==> config.mk <==
export PLATFORM = sky130hd
export DESIGN_NAME = fpool_sched
export DESIGN_NICKNAME = d
export VERILOG_FILES = /design/src/rtl/fpool_pkg.sv /design/src/rtl/fpool_queue.sv /design/src/rtl/fpool_ledger.sv /design/src/rtl/fpool_sched.sv
export SDC_FILE = /design/constraint.sdc
export NUM_CORES = 1
export LEC_CHECK = 0
export ABC_AREA = 1
export ABC_CLOCK_PERIOD_IN_PS = 8050
export BUFFER_PORTS_ARGS = -buffer_cell sky130_fd_sc_hd__buf_2
export CORE_AREA = 2 2 117 131
export CTS_CLUSTER_DIAMETER = 60
export DETAILED_ROUTE_END_ITERATION = 16
export DIE_AREA = 0 0 119 133
export PLACE_DENSITY = 0.8
export SLEW_MARGIN = 20
export SYNTH_ARGS = -nofsm -noshare
export SYNTH_HDL_FRONTEND = slang
export SYNTH_HIERARCHICAL = 1
export SYNTH_SLANG_ARGS = --single-unit
==> constraint.sdc <==
create_clock -name clk -period 8.05 [get_ports clk]
set_clock_uncertainty 0.2 [all_clocks]
set_input_delay 1.61 -clock clk [delete_from_list [all_inputs] [get_ports clk]]
set_output_delay 1.61 -clock clk [all_outputs]
set_load 0.01 [all_outputs]
==> src/rtl/fpool_pkg.sv <==
// Shared sizing helpers for the buffer pool scheduler.
// Assumes: all widths derive from pool depth and channel count.
package fpool_pkg;

    // Bits needed to hold a count from 0 to n inclusive.
    function automatic int cnt_bits(input int n);
        return $clog2(n + 1);
    endfunction

    // Bits needed to name one of n channels (at least one bit).
    function automatic int id_bits(input int n);
        return (n > 1) ? $clog2(n) : 1;
    endfunction

endpackage

==> src/rtl/fpool_queue.sv <==
// Round-robin channel queue. Picks the first eligible channel in queue order.
// On a grant, pool-short channels ahead of the winner and then the winner
// move to the tail; all other channels keep their relative order.
// Assumes: elig_i and short_i are never both set for one channel.
module fpool_queue #(
    parameter int NCH = 4,
    localparam int CH_W = fpool_pkg::id_bits(NCH)
) (
    input  logic            clk,
    input  logic            rst_n,
    input  logic [NCH-1:0]  elig_i,
    input  logic [NCH-1:0]  short_i,
    output logic            pick_valid_o,
    output logic [CH_W-1:0] pick_ch_o
);

    logic [CH_W-1:0] order_q [NCH];
    logic [CH_W-1:0] order_d [NCH];
    logic [NCH-1:0]  moved;
    logic            found;
    logic [CH_W-1:0] win_pos;
    logic [CH_W:0]   slot;

    // Find the winner, mark the entries that go to the tail, build the new order.
    always_comb begin
        found   = 1'b0;
        win_pos = '0;
        for (int p = 0; p < NCH; p++) begin
            if (!found && elig_i[order_q[p]]) begin
                found   = 1'b1;
                win_pos = CH_W'(p);
            end
        end
        for (int p = 0; p < NCH; p++) begin
            moved[p] = found && ((CH_W'(p) == win_pos) ||
                                 ((CH_W'(p) < win_pos) && short_i[order_q[p]]));
        end
        for (int p = 0; p < NCH; p++) begin
            order_d[p] = order_q[p];
        end
        slot = '0;
        for (int p = 0; p < NCH; p++) begin
            if (!moved[p]) begin
                order_d[slot[CH_W-1:0]] = order_q[p];
                slot = slot + 1'b1;
            end
        end
        for (int p = 0; p < NCH; p++) begin
            if (moved[p] && (CH_W'(p) != win_pos)) begin
                order_d[slot[CH_W-1:0]] = order_q[p];
                slot = slot + 1'b1;
            end
        end
        if (found) begin
            order_d[slot[CH_W-1:0]] = order_q[win_pos];
        end
    end

    assign pick_valid_o = found;
    assign pick_ch_o    = order_q[win_pos];

    // Hold the queue order; reset to ascending channel numbers.
    always_ff @(posedge clk) begin
        if (!rst_n) begin
            for (int c = 0; c < NCH; c++) begin
                order_q[c] <= CH_W'(c);
            end
        end else if (found) begin
            for (int c = 0; c < NCH; c++) begin
                order_q[c] <= order_d[c];
            end
        end
    end

endmodule

==> src/rtl/fpool_ledger.sv <==
// Per-channel entry counts and the free-entry count of the pool.
// A grant reserves its burst; each drained word returns one entry.
// Assumes: add_amt_i never exceeds the current free count.
module fpool_ledger #(
    parameter int NCH        = 4,
    parameter int POOL_DEPTH = 256,
    localparam int CNT_W = fpool_pkg::cnt_bits(POOL_DEPTH),
    localparam int CH_W  = fpool_pkg::id_bits(NCH)
) (
    input  logic                 clk,
    input  logic                 rst_n,
    input  logic                 add_valid_i,
    input  logic [CH_W-1:0]      add_ch_i,
    input  logic [CNT_W-1:0]     add_amt_i,
    input  logic                 drain_valid_i,
    input  logic [CH_W-1:0]      drain_ch_i,
    output logic [NCH*CNT_W-1:0] alloc_o,
    output logic [CNT_W-1:0]     free_o
);

    logic [CNT_W-1:0] cnt_q [NCH];
    logic [NCH-1:0]   dec;
    logic [CNT_W-1:0] add_amt;

    assign add_amt = add_valid_i ? add_amt_i : '0;

    for (genvar c = 0; c < NCH; c++) begin : g_ch
        logic [CNT_W-1:0] inc;

        // Decide this channel's increment and whether a drain applies to it.
        always_comb begin
            inc    = (add_valid_i && (add_ch_i == CH_W'(c))) ? add_amt_i : '0;
            dec[c] = drain_valid_i && (drain_ch_i == CH_W'(c)) && (cnt_q[c] != '0);
        end

        // Track the entries this channel holds.
        always_ff @(posedge clk) begin
            if (!rst_n) begin
                cnt_q[c] <= '0;
            end else begin
                cnt_q[c] <= cnt_q[c] + inc - CNT_W'(dec[c]);
            end
        end

        assign alloc_o[c*CNT_W +: CNT_W] = cnt_q[c];
    end

    // Track free pool entries.
    always_ff @(posedge clk) begin
        if (!rst_n) begin
            free_o <= CNT_W'(POOL_DEPTH);
        end else begin
            free_o <= free_o - add_amt + CNT_W'(|dec);
        end
    end

endmodule

==> src/rtl/fpool_sched.sv <==
// Buffer pool channel scheduler top. Classifies each channel as eligible or
// pool-short, lets the queue pick a winner, books the burst in the ledger
// and registers the grant.
// Assumes: burst_i and limit_i are stable while a channel is requesting.
module fpool_sched #(
    parameter int NCH        = 4,
    parameter int POOL_DEPTH = 256,
    localparam int CNT_W = fpool_pkg::cnt_bits(POOL_DEPTH),
    localparam int CH_W  = fpool_pkg::id_bits(NCH)
) (
    input  logic                 clk,
    input  logic                 rst_n,
    input  logic [NCH-1:0]       req_i,
    input  logic [NCH*CNT_W-1:0] burst_i,
    input  logic [CNT_W-1:0]     limit_i,
    input  logic                 drain_valid_i,
    input  logic [CH_W-1:0]      drain_ch_i,
    output logic                 grant_valid_o,
    output logic [CH_W-1:0]      grant_ch_o,
    output logic [NCH*CNT_W-1:0] alloc_o,
    output logic [CNT_W-1:0]     free_o
);

    logic [NCH-1:0]   elig;
    logic [NCH-1:0]   short;
    logic             pick_valid;
    logic [CH_W-1:0]  pick_ch;
    logic [CNT_W-1:0] pick_burst;

    for (genvar c = 0; c < NCH; c++) begin : g_cls
        logic [CNT_W-1:0] b;
        logic [CNT_W-1:0] a;
        logic             live;
        logic             below;

        // Classify the channel against the limit and the free pool.
        always_comb begin
            b        = burst_i[c*CNT_W +: CNT_W];
            a        = alloc_o[c*CNT_W +: CNT_W];
            live     = req_i[c] && (b != '0);
            below    = a < limit_i;
            elig[c]  = live && below && (free_o >= b);
            short[c] = live && below && (free_o < b);
        end
    end

    assign pick_burst = burst_i[pick_ch*CNT_W +: CNT_W];

    fpool_queue #(.NCH(NCH)) u_queue (
        .clk          (clk),
        .rst_n        (rst_n),
        .elig_i       (elig),
        .short_i      (short),
        .pick_valid_o (pick_valid),
        .pick_ch_o    (pick_ch)
    );

    fpool_ledger #(.NCH(NCH), .POOL_DEPTH(POOL_DEPTH)) u_ledger (
        .clk           (clk),
        .rst_n         (rst_n),
        .add_valid_i   (pick_valid),
        .add_ch_i      (pick_ch),
        .add_amt_i     (pick_burst),
        .drain_valid_i (drain_valid_i),
        .drain_ch_i    (drain_ch_i),
        .alloc_o       (alloc_o),
        .free_o        (free_o)
    );

    // Register the grant decision alongside the ledger update.
    always_ff @(posedge clk) begin
        if (!rst_n) begin
            grant_valid_o <= 1'b0;
            grant_ch_o    <= '0;
        end else begin
            grant_valid_o <= pick_valid;
            grant_ch_o    <= pick_valid ? pick_ch : grant_ch_o;
        end
    end

endmodule

==> impl_metrics.csv <==
group,metric,value,unit
sta,max_freq,0.140,GHz
synthesis,synth_nets,1644,
synthesis,synth-edff-count,8,
global_routing,grt_pass1_wl,38400,um
floorplan,num_rows,47,
routing,route.detailed.drc,0,
floorplan,coreArea,14600,um2
clocking,hold_buffers,0,
hold_path,worstHoldPathCells,2,
placed_design,gp_congestion,0.964,
global_routing,grt_overflow_total,0,
routing,num_vias,9025,
floorplan,die_width,119,um
routing,drtPass1Iterations,5,
synthesis,ys_warn_count,6,
sta,finalSetupViolCount,0,
placed_design,postPlaceCellArea,9400,um2
routing,drt-total-wl,23200,um
placed_design,dp_hpwl,19000,um
global_routing,first_global_vias,8381,
run,maxCapViolations,0,
synthesis,synth_cells,1421,
synthesis,synth_top_area_share,23.6,%
floorplan,start_util,59.3,%
synthesis,yosys-top-cells-count,"nand2_1, inv_1, ha_1, nor2_1, a21oi_1",
sta,period_share,88.6,%
sta,grt_setup_unrepaired,"false",
global_routing,met2_usage,53.0,%
clocking,clock_path_buffers,2,
floorplan,die_h,133,um
routing,ant_nets,0,
synthesis,yosysMostFrequentCell,"nand2_1",
status,status,"finished clean",
clocking,clkTransAtPathRegs,0.07,ns
clocking,cts.root.buffer_cell,"clkbuf_16",
routing,wire_per_inst,13.5,um
critical_path,crit_fanout,18,
synthesis,synth-seq-area-share,13.8,%
floorplan,io_pins,102,
routing,vias_per_cell,5.25,
final_layout,num_antenna_cells,0,
synthesis,ys_ff_latch,56,
synthesis,netlist_area,8680,um2
sta,min_period,7.13,ns
sta,final_max_slew_viol_count,0,
critical_path,critical_path.most_common_cell,"nand2_1",
placed_design,pre_cts_slack,0.688,ns
critical_path,max_stage_delay,0.49,ns
synthesis,synth.area.top_cells,"ha_1, nand2_1, inv_1",
critical_path,cp_slowest_cell,"o21ai_0",
sta,fin_tns_setup,0,ns
synthesis,synth.distinct_cells,45,
clocking,cts_buffers,5,
critical_path,crit_type,"in2reg",
placed_design,portBuffers,101,
clocking,post-cts-setup-buffer-count,0,
critical_path,r2r_cells,34,
critical_path,crit_required,8.03,ns
synthesis,async_reset_ff_share,0,%
synthesis,synth_ff_type,"dfxtp_1",
sta,hold_viol,0,
final_layout,area_growth,10.8,%
final_layout,layout-drive-gt1-share,11.9,%
clocking,cts_tree,"yes",
global_routing,grt_max_degree,47,
synthesis,synth_top_cell_by_area,"ha_1",
critical_path,crit_arrival,7.11,ns
final_layout,fillers,1420,
synthesis,syn_avg_cell_area,6.11,um2
floorplan,dieArea,15800,um2
global_routing,antenna_found_initial,0,
clocking,cts.sinks,56,
hold_path,hp-class,"reg2reg",
clocking,cts_resized,0,
sta,timing.final.ws_setup,0.920,ns
final_layout,fin_nets,1746,
sta,worstMarginPinSlew,0.883,ns
global_routing,busiest_layer,"met2",
global_routing,grt_use_total,29.7,%
routing,drt_iter0_drc,573,
clocking,htreeDepth,2,
global_routing,grtUsageMet3,3.58,%
clocking,clk_latency,0.31,ns
global_routing,use_met1,36.6,%
sta,relSlewSlack,41.1,%
final_layout,fin_area,9610,um2
critical_path,endpoint_kind,"flip-flop",
critical_path,start_kind,"input pin",
## metal layers
metal,part of all wire [%],vias up
met2,49,291
li1,-,4645
met4,3.3,0
met5,0,-
met3,6.6,53
met1,41,4036
## final cells by class
type | count | area (um2) | share of cell area, %
Multi-Input combinational cell | 1038 | 6210 | 64.6
Sequential cell | 56 | 1200 | 12.5
Inverter | 315 | 1200 | 12.5
Timing Repair Buffer | 107 | 551 | 5.73
Tap cell | 196 | 245 | 2.55
Clock buffer | 6 | 150 | 1.56
Clock inverter | 2 | 60.1 | 0.625
## sequential cells by signal, summed over array words and instances (netlist names)
register / count
u_queue/order_q: 8
u_ledger/cnt_q: 36
u_ledger/free_o: 9
grant_ch_o: 2
grant_valid_o: 1
## kinds of logic after synthesis
group	after synthesis	share of synthesized area, %
xor gates and xnor gates	2	0.202
DFF	56	13.8
adders and majority gates	169	24.8
AOI/OAI and AO/OA	172	10.5
and+or+nand+nor	695	36.0
buffers and inverters	327	14.6
## worst max-delay path, delay by kind of cell
family / cells / cell delay (ns)
buf+inv: 9 / 1.33
compound gates: 5 / 1.00
simple gates: 18 / 2.08
fa+ha+maj: 4 / 1.08
## layout by cell type, fill, tap and decap left out, types with 3 or more instances in the layout
cell	n
a22oi_1	4
o21ai_0	47
o21bai_1	3
ha_1	164
nor2_2	3
clkbuf_16	6
inv_1	303
buf_4	6
edfxtp_1	8
nand3_2	11
buf_2	101
nor2_1	155
nand4_1	14
nand2_2	10
nand2_1	386
inv_2	9
nor2_4	5
a21oi_1	100
nand3_4	3
fa_1	5
nand2_4	14
nand3_1	82
o21ai_1	4
dfxtp_1	48
o211ai_1	5
a21o_1	6
## path summary, 6_finish.rpt
| kind | startpoint | to | slack (ns) |
|---|---|---|---|
| max | limit_i[8] | u_ledger/free_o[8] | 0.92 |
| min | grant_ch_o[0] | grant_ch_o[0] | 0.34 |
| max reg2reg | u_ledger/cnt_q[2][8] | u_ledger/free_o[8] | 2.01 |
| min reg2reg | grant_ch_o[0] | grant_ch_o[0] | 0.34 |
## metrics by stage
| stage | hold WS (ns) | utilization, % | std cells |
|---|---|---|---|
| 4_1_cts | 0.350 | 65.7 | 1720 |
| 6_report | 0.344 | 65.7 | 1720 |
| 3_3_place_gp | 0.316 | 64.2 | 1712 |
| 3_5_place_dp | 0.332 | 64.2 | 1712 |
| 5_1_grt | 0.386 | 65.7 | 1720 |
| 2_1_floorplan | 0.341 | - | 1421 |
Power is left out: the tool's default activity adds up to more than one toggle a clock period on the data nets, which glitch-free logic cannot reach.
